File: src/rtl/pwm_tick_pkg.sv
package pwm_tick_pkg;

  // Clamp a divider field to the largest supported shift.
  function automatic int unsigned clamp_shift(input int unsigned field, input int unsigned max_shift);
    return (field > max_shift) ? max_shift : field;
  endfunction

endpackage

File: src/rtl/tick_prescaler.sv
module tick_prescaler #(
  parameter int unsigned PRE_W = 8
) (
  input  logic             clk_i,
  input  logic             rst_ni,
  input  logic             clr_i,
  input  logic [PRE_W-1:0] limit_i,
  output logic             tick_o
);

  logic [PRE_W-1:0] cnt_q;

  assign tick_o = (cnt_q == limit_i);

  always_ff @(posedge clk_i or negedge rst_ni) begin
    if (!rst_ni)      cnt_q <= '0;
    else if (clr_i)   cnt_q <= '0;
    else if (tick_o)  cnt_q <= '0;
    else              cnt_q <= cnt_q + 1'b1;
  end

  p_cnt_in_range_r3: assert property (@(posedge clk_i) disable iff (!rst_ni)
    cnt_q <= limit_i);

  p_restart_r7: assert property (@(posedge clk_i) disable iff (!rst_ni)
    clr_i |=> (cnt_q == '0));

endmodule

File: src/rtl/tick_divider.sv
module tick_divider #(
  parameter int unsigned MAX_SHIFT = 4,
  localparam int unsigned SH_W     = $clog2(MAX_SHIFT + 1)
) (
  input  logic            clk_i,
  input  logic            rst_ni,
  input  logic            clr_i,
  input  logic            pre_tick_i,
  input  logic [SH_W-1:0] shift_i,
  output logic            tick_o
);

  logic [MAX_SHIFT-1:0] cnt_q;
  logic [MAX_SHIFT-1:0] mask;

  assign mask   = ~({MAX_SHIFT{1'b1}} << shift_i);
  assign tick_o = pre_tick_i && (cnt_q == mask);

  always_ff @(posedge clk_i or negedge rst_ni) begin
    if (!rst_ni)         cnt_q <= '0;
    else if (clr_i)      cnt_q <= '0;
    else if (pre_tick_i) cnt_q <= (cnt_q == mask) ? '0 : cnt_q + 1'b1;
  end

  p_dcnt_range_r4: assert property (@(posedge clk_i) disable iff (!rst_ni)
    (cnt_q & ~mask) == '0);

  p_single_pulse_r6: assert property (@(posedge clk_i) disable iff (!rst_ni)
    (tick_o && shift_i != '0 && !clr_i) |=> !tick_o);

  p_restart_r7: assert property (@(posedge clk_i) disable iff (!rst_ni)
    clr_i |=> (cnt_q == '0));

endmodule

File: src/rtl/pwm_tick_gen.sv
module pwm_tick_gen #(
  parameter int unsigned NUM_CH    = 5,
  parameter int unsigned SPLIT     = 2,  // channels below SPLIT use prescaler 0
  parameter int unsigned PRE_W     = 8,
  parameter int unsigned DIV_FW    = 4,
  parameter int unsigned MAX_SHIFT = 4,
  localparam int unsigned NUM_PRE  = 2,
  localparam int unsigned CFG0_W   = NUM_PRE * PRE_W,
  localparam int unsigned CFG1_W   = NUM_CH * DIV_FW,
  localparam int unsigned SH_W     = $clog2(MAX_SHIFT + 1)
) (
  input  logic              clk_i,
  input  logic              rst_ni,
  input  logic              cfg0_we_i,
  input  logic [CFG0_W-1:0] cfg0_wdata_i,
  input  logic              cfg1_we_i,
  input  logic [CFG1_W-1:0] cfg1_wdata_i,
  output logic [NUM_CH-1:0] tick_o
);
  import pwm_tick_pkg::*;

  localparam logic [CFG0_W-1:0] CFG0_RST = {NUM_PRE{PRE_W'(1)}};

  logic [CFG0_W-1:0]  cfg0_q;
  logic [CFG1_W-1:0]  cfg1_q;
  logic               restart;
  logic [NUM_PRE-1:0] pre_tick;

  assign restart = cfg0_we_i | cfg1_we_i;

  always_ff @(posedge clk_i or negedge rst_ni) begin
    if (!rst_ni) begin
      cfg0_q <= CFG0_RST;
      cfg1_q <= '0;
    end else begin
      if (cfg0_we_i) cfg0_q <= cfg0_wdata_i;
      if (cfg1_we_i) cfg1_q <= cfg1_wdata_i;
    end
  end

  for (genvar p = 0; p < NUM_PRE; p++) begin : g_pre
    tick_prescaler #(.PRE_W(PRE_W)) i_pre (
      .clk_i   (clk_i),
      .rst_ni  (rst_ni),
      .clr_i   (restart),
      .limit_i (cfg0_q[p*PRE_W +: PRE_W]),
      .tick_o  (pre_tick[p])
    );
  end

  for (genvar c = 0; c < NUM_CH; c++) begin : g_ch
    localparam int unsigned PI = (c < SPLIT) ? 0 : 1;
    logic [SH_W-1:0] shift;

    assign shift = SH_W'(clamp_shift(int'(cfg1_q[c*DIV_FW +: DIV_FW]), MAX_SHIFT));

    tick_divider #(.MAX_SHIFT(MAX_SHIFT)) i_div (
      .clk_i      (clk_i),
      .rst_ni     (rst_ni),
      .clr_i      (restart),
      .pre_tick_i (pre_tick[PI]),
      .shift_i    (shift),
      .tick_o     (tick_o[c])
    );

    p_tick_needs_pre_r2: assert property (@(posedge clk_i) disable iff (!rst_ni)
      tick_o[c] |-> pre_tick[PI]);
  end

endmodule

File: config.mk
export PLATFORM = sky130hd
export DESIGN_NAME = pwm_tick_gen
export DESIGN_NICKNAME = d
export VERILOG_FILES = /design/src/rtl/pwm_tick_pkg.sv /design/src/rtl/tick_prescaler.sv /design/src/rtl/tick_divider.sv /design/src/rtl/pwm_tick_gen.sv
export SDC_FILE = /design/constraint.sdc
export NUM_CORES = 1
export LEC_CHECK = 0
export CAP_MARGIN = 30
export CELL_PAD_IN_SITES_DETAIL_PLACEMENT = 1
export CELL_PAD_IN_SITES_GLOBAL_PLACEMENT = 2
export CORE_MARGIN = 3
export CORE_UTILIZATION = 39
export CTS_CLUSTER_SIZE = 24
export DETAILED_ROUTE_END_ITERATION = 12
export GPL_TIMING_DRIVEN = 1
export PLACE_DENSITY_LB_ADDON = 0.15
export SKIP_CTS_REPAIR_TIMING = 1
export SLEW_MARGIN = 30
export SYNTH_ARGS = -nofsm -noshare
export SYNTH_HDL_FRONTEND = slang
export SYNTH_SLANG_ARGS = --single-unit
File: constraint.sdc
create_clock -name clk_i -period 3.98 [get_ports clk_i]
set_input_delay 0.796 -clock clk_i [delete_from_list [all_inputs] [get_ports clk_i]]
set_output_delay 0.796 -clock clk_i [all_outputs]
set_load 0.01 [all_outputs]
# Word level (Yosys, flattened, before mapping)
# Cells that the tools add are included.
[word_totals] regBits=72 latch_bits=0 ram_bits=0 romBits=0 input_bits=40 out_inout_bits=5 wordCells=70 memories=0
[op_classes] n_addsub=7 n_mul=0 div=0 order_cmp=5 eq_ne=7 n_shift=5 mux=24 n_bitwise=6 reduce_logical=7
[ops] cell="4-bit 2-to-1 mux" count=15
[ops] cell="8-bit 2-to-1 mux" count=4
[ops] cell="4-bit by 1-bit adder with 4-bit output, second input constant" count=5
[ops] cell="4-bit == test" count=5
[ops] cell="4-bit by 3-bit > comparator with 1-bit output, second input constant" count=5
[ops] cell="4-bit inverter" count=5
[ops] cell="4-bit by 3-bit left shift with 4-bit output, first input constant" count=5
[ops] cell="8-bit by 1-bit adder with 8-bit output, second input constant" count=2
[ops] cell="8-bit == test" count=2
[ops] cell="3-bit 2-to-1 mux" count=5
[ops] cell="1-bit logical AND" count=5
[ops] cell="2-bit nonzero test" count=2
[ops] cell="1-bit OR" count=1

# Longest topological paths before layout
[logic_depth] word_depth=8 mapped_depth=7

# By module
# A second synthesis with hierarchy kept.
[hier_totals] hier_cells=342 hier_area_um2=4038.9
[modules_own_cells] mod="pwm_tick_gen" n_inst=1 cells_per_inst=92 area_per_inst_um2=1501.4
[modules_own_cells] mod="tick_divider at g_ch[1].i_div ..." n_inst=4 cells_per_inst=31 area_per_inst_um2=304.0
[modules_own_cells] mod="tick_prescaler" n_inst=2 cells_per_inst=47 area_per_inst_um2=514.2
[modules_own_cells] mod="tick_divider at g_ch[0].i_div" n_inst=1 cells_per_inst=32 area_per_inst_um2=292.8

# Least setup slack after synthesis
# No wires, ideal clock.
[synth_path] path_kind="register -> output" start="register cfg0_q[8]" end="output tick_o[2]" arrival_ns=1.539 t_required_ns=3.184 path_slack_ns=1.645 path_stages_with_launch=8 path_buffers=3 path_cell_list="dfstp_2 > xnor2_1 > nand4_2 > or2_1 > buf_6 > buf_6 > nor2_1 > buf_4"
[synth_via] elab_chain_cells=2
[synth_lines] item="from (decl)" line="pwm_tick_gen.sv:24" text="logic [CFG0_W-1:0] cfg0_q;"
[synth_lines] item="from (signal assigned)" line="pwm_tick_gen.sv:36" text="if (cfg0_we_i) cfg0_q <= cfg0_wdata_i;"
[synth_lines] item="8-bit == test" line="tick_prescaler.sv:13" text="assign tick_o = (cnt_q == limit_i);"
[synth_lines] item="1-bit logical AND" line="tick_divider.sv:17" text="assign tick_o = pre_tick_i && (cnt_q == mask);"
[synth_lines] item="to (decl)" line="pwm_tick_gen.sv:18" text="output logic [NUM_CH-1:0] tick_o"
# Every way passes these cells.

# Worst setup path in the final report
[layout_path] start="register cfg0_q[8]" end="output tick_o[4]"
# Same word-level chain as after synthesis.

==> results by group <==
Power
  • Overall Power: 1.644 mW
  • Static Leak: 1.742 nW
  • Combinational Power Share: 10.3%
  • Pwr Density: 368.5 nW/um^2
  • Clock power frac: 40.7%
  • Seq pwr share: 49.0%
  • Max IR drop VDD: 0.0001461 V
  • Internal Pwr Total: 1.251 mW
  • NetSw: 0.3932 mW
  • Sw Share: 23.92%

GRT
  • GR Util met3: 3.622%
  • Total gr overflow: 0
  • GR Util met1: 23.67%
  • Antenna violations before repair: 0
  • M2 GR Usage: 30.88%
  • First-pass GRT wire length: 14,990 microns
  • Gr busiest metal: met2
  • Largest net degree at the start of global routing: 47
  • Number of global-route vias before repair: 3,013
  • GRT Total Usage: 18.22%

Floorplanning
  • Initial Util: 41.12%
  • Number of core rows: 34
  • Die Height: 103.3 microns
  • # IOs: 45
  • Core ar.: 8976 sq um
  • Die area: 10,670 sq um
  • Die Width: 103.3 microns

Drt
  • DRT Wirelength: 8746 microns
  • DRC violations left: 0
  • Initial DRC Count: 72
  • Vias: 2,836
  • TritonRoute pass-1 iters: 4
  • Avg Vias per Cell: 5.311
  • WL/cell: 16.38 microns
  • Final ANT Viol Nets: 0

Clock tree
  • CTS root buf: clkbuf_8
  • Clock Latency Late Sink: 0.35 ns
  • Clock Tree Buf Depth: 2
  • Clk slew on worst S/H paths: 0.08 ns
  • TritonCTS clock tree: yes
  • Clock sink count: 72
  • H-tree level count: 3
  • Num CTS Buffers: 9

Place
  • RePlAce Congestion: 0.7312
  • DP HPWL: 6313 microns
  • Count of input and output buffers: 44
  • Post-Place Cell Area: 4230 sq um

Setup path
  • CP arrival: 2.57 ns
  • CP max stage delay: 0.57 ns
  • Worst Setup Path Type: reg -> out
  • Worst Setup End Kind: primary output
  • R2r worst-path depth: 5
  • CP max-delay cell: clkdlybuf4s50_1
  • Setup crit start kind: flop
  • Critical Path RT: 3.18 ns
  • Cells along the critical path: xnor2_1 > nand4_2 > or2_1 > nor2_1 > clkdlybuf4s50_1
  • CP Depth: 5
  • Buf+Inv Stages, Crit Path: 1
  • Crit Path Max Fanout: 17
  • Largest delay share family, worst path: simple AND/OR/NAND/NOR gates

Logic synthesis
  • Post-synth top area cell: dfrtp_1
  • Most instantiated cells after synthesis: 70 x dfrtp_1, 37 x nor2_1, 31 x mux2_2
  • Post-Syn Area: 3691 sq um
  • Top cells by area, synth: dfrtp_1 47%, mux2_2 9.5%, xnor2_1 5.2%, nor2_1 3.8%, o21ai_0 3.5%
  • Post-synth top area share: 47.46%
  • Distinct cells, synth: 37
  • Asr flop ratio synth: 100.0%
  • Synthesis Warnings: 0
  • Average size of a mapped cell: 10.31 sq um
  • Flops & latches, synth: 72
  • Leading cell type by number of instances after synthesis: dfrtp_1
  • Sequential fraction of the synthesis area: 48.88%
  • Synth Instances: 358
  • Main synth FF type: dfrtp_1
  • EDFF count, synth: 0
  • Net count after synthesis: 405

Finish
  • Final Net Count: 450
  • Area Growth Syn to Fin: 20.88%
  • Antenna diodes: 0
  • FILL cells: 998
  • Fin area: 4462 sq um
  • Fraction of layout cells with a size suffix above 1: 15.93%

STA
  • Achievable clock frequency: 0.2972 GHz
  • Final hold vios: 0
  • Relative slew margins: 46.90%
  • Min cycle time layout: 3.365 ns
  • Clock skew: 0.01213 ns
  • Final count of pins violating max slew: 0
  • RSZ-0062 raised after global routing: false
  • Setup TNS: 0 ns
  • Final Cycle Share: 84.55%
  • Tightest Pin Transition: 0.7966 ns
  • # setup viols final: 0

Min path
  • Hold WC Path Type: in -> async

Outcome
  • Outcome: finished clean

Job
  • Maximum capacitance violations: 0
sequential cells by signal, indices dropped and copies added, names as in the netlist:
signal	count
g_pre.i_pre.cnt_q	16
cfg0_q	16
cfg1_q	20
g_ch.i_div.cnt_q	20
cell type report:
cell class	instances	area [sq um]	area share [%]
Clock buffer	12	155.1	3.477
Clock inverter	4	76.32	1.711
Inverter	11	41.29	0.9254
Multi-Input combinational cell	260	1752	39.26
Sequential cell	72	1804	40.44
Tap cell	126	157.7	3.533
Timing Repair Buffer	49	475.5	10.66
per-stage QoR:
step	hold slack (ns)	setup WS, ns	instances	utilization, %
floorplan	0.4710	1.645	358	-
global placement	0.5051	1.004	518	47.10
detailed placement	0.5188	0.9147	518	47.13
CTS	0.4648	0.5888	534	49.71
global route	0.4855	0.4688	534	49.71
finish	0.4507	0.6148	534	49.71
path summary, 6_finish.rpt:
kind | startpoint | slack (ns) | endpoint
worst max-delay path | cfg0_q[8]$_DFFE_PN1P_ | 0.61 | tick_o[4]
worst min-delay path | rst_ni | 0.45 | g_pre[1].i_pre.cnt_q[7]$_DFF_PN0_
worst max register to register | cfg0_q[8]$_DFFE_PN1P_ | 2.07 | g_pre[1].i_pre.cnt_q[2]$_DFF_PN0_
worst min register to register | cfg1_q[6]$_DFFE_PN0P_ | 0.53 | cfg1_q[6]$_DFFE_PN0P_
max in group asynchronous | rst_ni | 2.86 | g_ch[1].i_div.cnt_q[2]$_DFFE_PN0P_
min in group clk_i | cfg1_q[6]$_DFFE_PN0P_ | 0.53 | cfg1_q[6]$_DFFE_PN0P_
logic make-up (layout without fill, tap and decap cells):
logic type | Yosys count | after routing | share of synthesized area (%)
simple gates | 111 | 111 | 14.03
fa+ha+maj | 7 | 7 | 2.373
flops | 72 | 72 | 48.88
compound gates | 83 | 83 | 14.95
buf+inv | 26 | 76 | 3.661
mux | 31 | 31 | 9.457
xor+xnor | 28 | 28 | 6.644
placed cells by master (no fill, tap or decap), types with 9 or more instances in the layout:
cell             count
xnor2_1             22
mux2_2              31
nand2_1             29
nand3_1             10
dfrtp_1             70
nor2_1              37
a21oi_1             15
clkbuf_8            11
o21ai_0             26
nor3_1               9
clkdlybuf4s50_1     43
inv_1               11
worst reg2reg max path, stage by stage, from the launching register on:
cell and delay (ns):
dfstp_2 0.54, xnor2_1 0.13, nand4_2 0.24, or2_1 0.54, nand2_2 0.28, nor2_1 0.07
per-layer routing:
layer / wire length [microns] / vias to the layer above / part of all wire, %
li1: - / 1365 / -
met1: 4061 / 1418 / 46
met2: 4272 / 43 / 49
met3: 293 / 10 / 3.4
met4: 119 / 0 / 1.4
met5: 0 / - / 0
power groups by stage:
stage	clock network, mW	registers, mW	logic, mW
after detailed placement	0	0.821	0.171
final	0.670	0.806	0.169
after global placement	0	0.818	0.167
after CTS	0.689	0.806	0.173
after global routing	0.727	0.812	0.188
after floorplan	0	0.810	0.0943
Power figures use the tool's default switching activity.
